==> config.mk <==
export PLATFORM = sky130hd
export DESIGN_NAME = vmm_step_ctrl
export DESIGN_NICKNAME = d
export VERILOG_FILES = /design/src/rtl/vmm_step_ctrl.sv
export SDC_FILE = /design/constraint.sdc
export NUM_CORES = 1
export LEC_CHECK = 0
export ABC_AREA = 1
export CAP_MARGIN = 20
export CORE_MARGIN = 10
export CORE_UTILIZATION = 35
export CTS_BUF_LIST = sky130_fd_sc_hd__clkbuf_4 sky130_fd_sc_hd__clkbuf_8 sky130_fd_sc_hd__clkbuf_16
export CTS_CLUSTER_SIZE = 8
export DETAILED_ROUTE_END_ITERATION = 6
export PLACE_DENSITY = 0.62
export SLEW_MARGIN = 20
export SYNTH_ARGS = -nofsm -noshare
export SYNTH_HDL_FRONTEND = slang
export SYNTH_SLANG_ARGS = --single-unit
export TNS_END_PERCENT = 20
==> constraint.sdc <==
create_clock -name clk -period 2.8 [get_ports clk]
set_clock_uncertainty 0.05 [all_clocks]
set_input_delay 0.56 -clock clk [delete_from_list [all_inputs] [get_ports clk]]
set_output_delay 0.56 -clock clk [all_outputs]
set_load 0.005 [all_outputs]
==> src/rtl/vmm_step_ctrl.sv <==
module vmm_step_ctrl #(
  parameter int ROWS    = 4,
  parameter int COLS    = 8,
  parameter int LAYER_W = 6
) (
  input  logic               clk,
  input  logic               rst_n,
  input  logic               op_start,
  input  logic [ROWS-1:0]    op_rows,
  input  logic [COLS-1:0]    op_cols,
  input  logic [LAYER_W-1:0] op_base,
  input  logic [LAYER_W-1:0] op_nlm1,
  output logic               op_ready,
  output logic [ROWS-1:0]    row_en,
  output logic [COLS-1:0]    col_en,
  output logic               ld_req,
  input  logic               ld_done,
  output logic               sel_req,
  output logic [LAYER_W-1:0] layer_idx,
  input  logic               sel_done,
  output logic               vmm_op,
  output logic               ph1_req,
  input  logic               ph1_done,
  output logic               sweep_sel,
  output logic               conv_req,
  input  logic               conv_done,
  output logic               wb_req,
  output logic               wb_last,
  output logic [LAYER_W-1:0] wb_layer,
  input  logic               wb_done
);

  typedef enum logic [2:0] {S_IDLE, S_ENA, S_LS, S_PH1, S_CONV, S_HAND} st_t;

  st_t                st;
  logic [ROWS-1:0]    rows_q;
  logic [COLS-1:0]    cols_q;
  logic [LAYER_W-1:0] base_q, last_q, step_q;
  logic               ld_ok, sel_ok;

  wire is_last = (step_q == last_q);
  wire ls_go   = (ld_ok | ld_done) & (sel_ok | sel_done);
  wire hand    = (st == S_HAND) & ~wb_req;
  wire active  = (st != S_IDLE);

  assign op_ready  = (st == S_IDLE);
  assign row_en    = active ? rows_q : '0;
  assign col_en    = active ? cols_q : '0;
  assign ld_req    = (st == S_LS) & ~ld_ok;
  assign sel_req   = (st == S_LS) & ~sel_ok;
  assign layer_idx = base_q + step_q;
  assign ph1_req   = (st == S_PH1);
  assign vmm_op    = (st == S_PH1);
  assign conv_req  = (st == S_CONV);
  assign sweep_sel = (st == S_CONV);

  always_ff @(posedge clk or negedge rst_n) begin
    if (!rst_n) begin
      st     <= S_IDLE;
      rows_q <= '0;
      cols_q <= '0;
      base_q <= '0;
      last_q <= '0;
      step_q <= '0;
      ld_ok  <= 1'b0;
      sel_ok <= 1'b0;
    end else begin
      case (st)
        S_IDLE: if (op_start) begin
          rows_q <= op_rows;
          cols_q <= op_cols;
          base_q <= op_base;
          last_q <= op_nlm1;
          step_q <= '0;
          st     <= S_ENA;
        end
        S_ENA: st <= S_LS;
        S_LS: begin
          if (ls_go) begin
            ld_ok  <= 1'b0;
            sel_ok <= 1'b0;
            st     <= S_PH1;
          end else begin
            ld_ok  <= ld_ok | ld_done;
            sel_ok <= sel_ok | sel_done;
          end
        end
        S_PH1:  if (ph1_done) st <= S_CONV;
        S_CONV: if (conv_done) st <= S_HAND;
        S_HAND: if (hand) begin
          if (is_last) st <= S_IDLE;
          else begin
            step_q <= step_q + 1'b1;
            st     <= S_LS;
          end
        end
        default: st <= S_IDLE;
      endcase
    end
  end

  always_ff @(posedge clk or negedge rst_n) begin
    if (!rst_n) begin
      wb_req   <= 1'b0;
      wb_last  <= 1'b0;
      wb_layer <= '0;
    end else if (hand) begin
      wb_req   <= 1'b1;
      wb_last  <= is_last;
      wb_layer <= layer_idx;
    end else if (wb_done) begin
      wb_req   <= 1'b0;
    end
  end

endmodule

==> results of run 1 <==
power breakdown:
group	leakage, nW	internal [W]	switching (W)	total, W
clock network	0.0406	0.000176	0.000197	0.000373
registers	0.512	0.000866	0.000131	0.000996
logic	0.993	0.000847	0.000726	0.00157
total	1.55	0.00189	0.00105	0.00294
cells in the final DEF, fill, tap and decap left out, drive strengths merged:
master and instances:
xnor2 1, nor3b 2, ha 6, buf 7, dfrtp 43, clkbuf 6, dlygate4sd2 1, and2 1
fa 1, nand2 67, nand3 16, o21ai 8, inv 40, xor2 5, clkdlybuf4s50 62, a21oi 19
clkinv 1, mux2 7, nor2 46, a21o 2, o22ai 1, nand4 2
final cells by class:
class                           count  area share
Timing Repair Buffer               70       0.221
Clock buffer                        6      0.0248
Multi-Input combinational cell    184       0.321
Sequential cell                    43       0.351
Tap cell                           77      0.0314
Inverter                           41      0.0505
sequential cells by signal, indices dropped and copies added, names as in the netlist, 3 cells and up:
| signal | count |
|---|---|
| rows_q | 4 |
| st | 3 |
| cols_q | 8 |
| last_q | 6 |
| step_q | 6 |
| base_q | 6 |
| wb_layer | 6 |
cells by family (layout without fill, tap and decap cells):
family,after synthesis,count (layout),synth area share
buf+inv,49,117,0.0945
simple gates,134,134,0.250
xor+xnor,6,6,0.0232
fa+ha+maj,7,7,0.0420
mux,7,7,0.0431
compound gates,30,30,0.0724
flops,43,43,0.475
repair_timing:
action                                  4_1_cts  5_1_grt
endpoints found under the setup margin        1        2
hold buffers                                  0        0
gates cloned                                  0        0
buffers inserted                              1        2
resized for setup                             1        3
routing by layer:
metal / vias up / track usage / share of wire
li1: 991 / - / -
met5: - / 0 / 0
met1: 873 / 0.124 / 0.42
met4: 0 / 0.0261 / 0.0032
met2: 49 / 0.175 / 0.47
met3: 2 / 0.0577 / 0.11
path summary, 6_finish.rpt:
check,from,end,slack [ps]
worst max-delay path,base_q[0]$_DFFE_PN0P_,layer_idx[2],130
worst min-delay path,rst_n,wb_layer[2]$_DFFE_PN0P_,120
worst max register to register,st[0]$_DFFE_PN0P_,cols_q[2]$_DFFE_PN0P_,920
worst min register to register,wb_layer[4]$_DFFE_PN0P_,wb_layer[4]$_DFFE_PN0P_,430
max in group asynchronous,rst_n,step_q[2]$_DFFE_PN0P_,1870
min in group clk,wb_layer[4]$_DFFE_PN0P_,wb_layer[4]$_DFFE_PN0P_,430
worst max-delay path: stages, from the launching register on:
cell and delay, ps:
dfrtp_1 380, ha_1 230, fa_1 410, xor2_1 200
clkdlybuf4s50_1 540
per-stage QoR:
step	TNS, ps	hold slack (ps)	total power (W)	instances
4_1_cts	0	127	0.00300	419
3_3_place_gp	0	406	0.00259	412
5_1_grt	-4.20	135	0.00324	421
6_report	0	118	0.00294	421
3_5_place_dp	0	416	0.00261	412
2_1_floorplan	0	214	0.00185	276
==> summary.md, run 1 <==
| Metric | Value |
|---|---|
| Port bufs | 64 |
| Pre-Repair DR Iteration Count | 4 |
| Area occupied by multi-input gates | 987 um2 |
| Synthesis warning total | 0 |
| Most common cell in the netlist | nand2_1 |
| Starting Density | 0.359 |
| Netlist cell types | 30 |
| HP Class | in -> async |
| Largest net degree at the start of global routing | 29 |
| Nets | 384 |
| Critical path class | reg -> out |
| Gr ovfl total | 0 |
| DR WL/cell | 12.5 um |
| Static leakage | 1.55 nW |
| Routed WL | 5260 um |
| Fin. Hold Viols | 0 |
| H-tree Lvls | 2 |
| Cells after Synth | 276 |
| DP Area | 2960 um2 |
| Peak Freq | 0.375 GHz |
| Most instantiated cells after synthesis | nand2_1 (61), nor2_1 (45), dfrtp_1 (43) |
| Via Count | 1915 |
| Arrival time at the worst endpoint | 2060 ps |
| Clk sink count | 43 |
| Die height | 100 um |
| Synth Cell Area | 2260 um2 |
| Post-route antenna net violation count | 0 |
| Layout cells sized above 1 | 0.105 |
| Post-layout util | 0.487 |
| Fin crit period | 2670 ps |
| CTS root buf | clkbuf_8 |
| Slew Limit Fails | 0 |
| Nature of the critical path startpoint | register |
| Fillers | 645 |
| IO Pins | 65 |
| Clock transition at path regs | 80 ps |
| Post-route worst setup slack | 131 ps |
| Rows | 29 |
| FF+latch count, synth | 43 |
| Cts bufs inserted | 5 |
| Vias per std cell | 4.55 |
| # setup viols final | 0 |
| Global Route Usage Sum | 0.109 |
| Worst Reg-to-Reg Cells | 7 |
| Status | completed |
| Post-synth EDFFs | 0 |
| Max IR drop VDD | 0.000469 V |
| Rel. slew slack | 0.642 |
| Initial antenna violation count | 0 |
| DIE WIDTH | 100 um |
| Ant diodes | 0 |
| Leading area contributor after synthesis | dfrtp_1 |
| Max Cap Viol | 0 |
| Residual DRC count | 0 |
| Syn_nets | 315 |
| Tcrit/Tclk final | 0.953 |
| Crit. End Element | output port |
| Pre-CTS WS | 243 ps |
| Die Footprint | 10100 um2 |
| Pwr Density | 957 nW/um2 |
| FF+latch area | 1080 um2 |
| Core ar. | 6310 um2 |
| Top post-synthesis cells by area | dfrtp_1 (48%), nand2_1 (10%), nor2_1 (7.5%), inv_1 (6.3%), a21oi_1 (3.8%) |
| Area grow syn2layout | 35.7% |
| Register area share after synthesis | 0.475 |
| Worst EP required | 2190 ps |
| Number of global-route vias before repair | 1997 |
| GP Congestion | 0.816 |
| First-pass GRT wire length | 9020 um |
| Fin area | 3070 um2 |
| Clk_lat worst skew | 290 ps |
| Critical Path Fanout Max | 2 |
| Dominant synthesized flop cell | dfrtp_1 |
| CTS tree | yes |
| Async S/R FF share, synth | 1.00 |
| 1st-iter DRT viols | 111 |
| Share of Yosys cell area claimed by the top area cell type | 0.475 |
| Dpl hpwl | 4030 um |
| Synth Area per Inst | 8.21 um2 |
| Slew at the pin with the worst max-slew slack | 535 ps |
| Clock buffer depth | 2 |
Note: power is estimated with default switching activity, not from simulation.
==> run 2: changes to the inputs <==
ABC_AREA = default   (was 1)
GPL_TIMING_DRIVEN = 0   (was default)
clock period = 2.9 ns   (was 2.8 ns; I/O delays follow)
==> run 2 against run 1 <==
  * Non-clock buffer count increased by 5
  * First-iteration DRC count is 56% lower
  * Sequential share of layout area down 0.41 points
  * Cell area rose by 1.2%
  * Critical path depth rose by 2
  * Worst setup slack improved by 2.7 ps
  * Sequential power is essentially flat
  * Clock power grew 33%
  * Hold slack gained 36 ps
  * Sequential cell count unchanged
==> summary.md, run 2 <==
| Metric | Value |
|---|---|
| Status | completed |
| Most frequent cells in the layout | clkdlybuf4s50_1 (60), dfrtp_1 (41), mux2_2 (31) |
| Top post-synthesis cells by area | dfrtp_1 (48%), mux2_2 (16%), xnor2_1 (3.5%), ha_1 (3.4%), nor2b_1 (2.8%) |
| DIE WIDTH | 99.7 um |
| Crit. End Element | output port |
| Critical path class | reg -> out |
| Area grow syn2layout | 39.8% |
| Vias per std cell | 4.75 |
| Synthesis warning total | 0 |
| Nature of the critical path startpoint | register |
| Pwr Density | 1030 nW/um2 |
| Static leakage | 1.34 nW |
| Layout cells sized above 1 | 0.246 |
| Via Count | 1590 |
| FF+latch area | 1080 um2 |
| Dominant synthesized flop cell | dfrtp_1 |
| Nets | 298 |
| Fin. Hold Viols | 0 |
| Rel. slew slack | 0.596 |
| Syn_nets | 225 |
| Initial antenna violation count | 0 |
| Tcrit/Tclk final | 0.954 |
| # hold bufs at CTS | 0 |
| Fillers | 552 |
| CTS root buf | clkbuf_8 |
| Pre-Repair DR Iteration Count | 4 |
| Synth Area per Inst | 12.0 um2 |
| Clock buffer depth | 2 |
| DR WL/cell | 15.4 um |
| Fin crit period | 2770 ps |
| Post-route antenna net violation count | 0 |
| Clk_lat worst skew | 290 ps |
| Worst r2r dst | last_q[0]$_DFFE_PN0P_ |
| Worst setup path start | step_q[0]$_DFFE_PN0P_ |
| Clock transition at path regs | 90 ps |
| Rows | 28 |
| Critical path's slowest cell | dfrtp_2 |
| # setup viols final | 0 |
| Slew Limit Fails | 0 |
| Worst Reg-to-Reg Cells | 6 |
| Top reg by flops | cols_q |
| Global Route Usage Sum | 0.107 |
| GP Congestion | 0.753 |
| Critical path destination | layer_idx[4] |
| H-tree Lvls | 2 |
| FF+latch count, synth | 43 |
| HP Class | in -> async |
| WP buf/inv | 1 |
| Register area share after synthesis | 0.484 |
| Max IR drop VDD | 0.000499 V |
| Area occupied by multi-input gates | 1070 um2 |
| Critical Path Max Stage Delay | 430 ps |
| Post-synth EDFFs | 0 |
| Share of Yosys cell area claimed by the top area cell type | 0.484 |
| Commonest non-fill, non-tap cell in the layout | clkdlybuf4s50_1 |
| Starting Density | 0.367 |
| Gr ovfl total | 0 |
| Peak Freq | 0.361 GHz |
| IO Pins | 65 |
| R2r setup slk | 940 ps |
| Most instantiated cells after synthesis | dfrtp_1 (43), mux2_2 (31), a21oi_1 (10), nor2b_1 (10), xnor2_1 (9) |
| Largest register FFs | 8 |
| Power Total | 0.00320 W |
| WP depth | 6 |
| RSZ-0062 raised after global routing | no |
| Clk sink count | 43 |
| Residual DRC count | 0 |
| Critical R2R Launch | st[1]$_DFFE_PN0P_ |
| Cells after Synth | 186 |
| Leading area contributor after synthesis | dfrtp_1 |
| Slew at the pin with the worst max-slew slack | 604 ps |
| Arrival time at the worst endpoint | 2140 ps |
| Port bufs | 64 |
| Worst-path cell chain | ha_1 -> fa_1 -> a21o_1 -> a21oi_2 -> xnor2_1 -> dlygate4sd2_1 |
| Routed WL | 5170 um |
| Dpl hpwl | 4060 um |
| CTS tree | yes |
| Worst EP required | 2270 ps |
| Netlist cell types | 41 |
| Synth Cell Area | 2220 um2 |
| Top Family by Delay on Critical Path | adder cells |
| Critical Path Fanout Max | 3 |
| Die Footprint | 9940 um2 |
| Core ar. | 6060 um2 |
| Max Cap Viol | 0 |
| Async S/R FF share, synth | 1.00 |
| Ant diodes | 0 |
| Largest net degree at the start of global routing | 28 |
| 1st-iter DRT viols | 49 |
| Cts bufs inserted | 5 |
| Post-layout util | 0.513 |
| Number of global-route vias before repair | 1741 |
| First-pass GRT wire length | 8690 um |
| Most common cell in the netlist | dfrtp_1 |
| Die height | 99.7 um |
## run 2: cell types whose count changed in the layout (fill, tap and decap cells not counted), moves of 3 or more
cell     previous run  this run
o21a_1              0         3
mux2_4              5         0
nand3_1            15         5
xor2_1              5         2
inv_1              38         3
or2_2               0         3
nand2_2             5         0
xnor2_1             1         9
mux2_2              2        31
nor2b_1             0        10
nor2_1             45         8
a21oi_1            17         9
nand2_1            61         8
## run 2: how the worst min path moves through the flow
stage | slack, ps | endpoint | depth (start not counted)
global placement | 430 | wb_last$_DFFE_PN0P_ | 1
finish | 150 | wb_layer[5]$_DFFE_PN0P_ | 1
floorplan | 230 | base_q[0]$_DFFE_PN0P_ | 0
detailed placement | 430 | wb_last$_DFFE_PN0P_ | 1
global route | 170 | wb_layer[5]$_DFFE_PN0P_ | 1
CTS | 160 | wb_layer[5]$_DFFE_PN0P_ | 1
## run 2: routing by layer
metal,vias up,GRT usage,part of all wire
met5,-,0,0
met4,0,0.0331,0.011
met3,5,0.0388,0.063
met2,30,0.178,0.50
met1,756,0.125,0.43
li1,799,-,-
## run 2: repair_timing
action                     4_1_cts  5_1_grt
gates resized for setup          4        4
setup endpoints to repair        2       12
buffers inserted                 1        0
## run 2: stage by stage
stage                     area [um2]  hold WS (ps)  setup WS (ps)  TNS [ps]  std cells
after floorplan                 2220           234            730         0        186
after global placement          2960           428          -13.7      -520        325
after detailed placement        2970           433           15.3         0        326
after CTS                       3100           162           52.3         0        335
after global routing            3110           174           9.84         0        335
final                           3110           154            133         0        335
## run 2: kinds of logic (layout without fill, tap and decap cells)
family,after synthesis,after routing,synth area share
multiplexers,32,32,0.162
buffers and inverters,12,86,0.0360
flip-flops,43,43,0.484
adder cells (fa/ha/maj),7,7,0.0428
AND/OR/NAND/NOR,47,47,0.126
AO/OA/AOI/OAI,34,34,0.106
XOR/XNOR,11,11,0.0433
## run 2: report_power, final
part | leakage, nW | total, W | internal, W | switching (W)
clock network | 0.0618 | 0.000496 | 0.000283 | 0.000213
logic | 0.755 | 0.00167 | 0.00102 | 0.000659
registers | 0.522 | 0.00103 | 0.000873 | 0.000155
total | 1.34 | 0.00320 | 0.00217 | 0.00103
## run 2: layout make-up
cell class | count | area share
inverters | 3 | 0.00362
flip-flops and latches | 43 | 0.347
plain buffers | 9 | 0.0225
clock inverters | 2 | 0.0125
repair buffers | 66 | 0.213
clock buffers | 6 | 0.0266
well taps | 75 | 0.0302
multi-input cells | 131 | 0.344
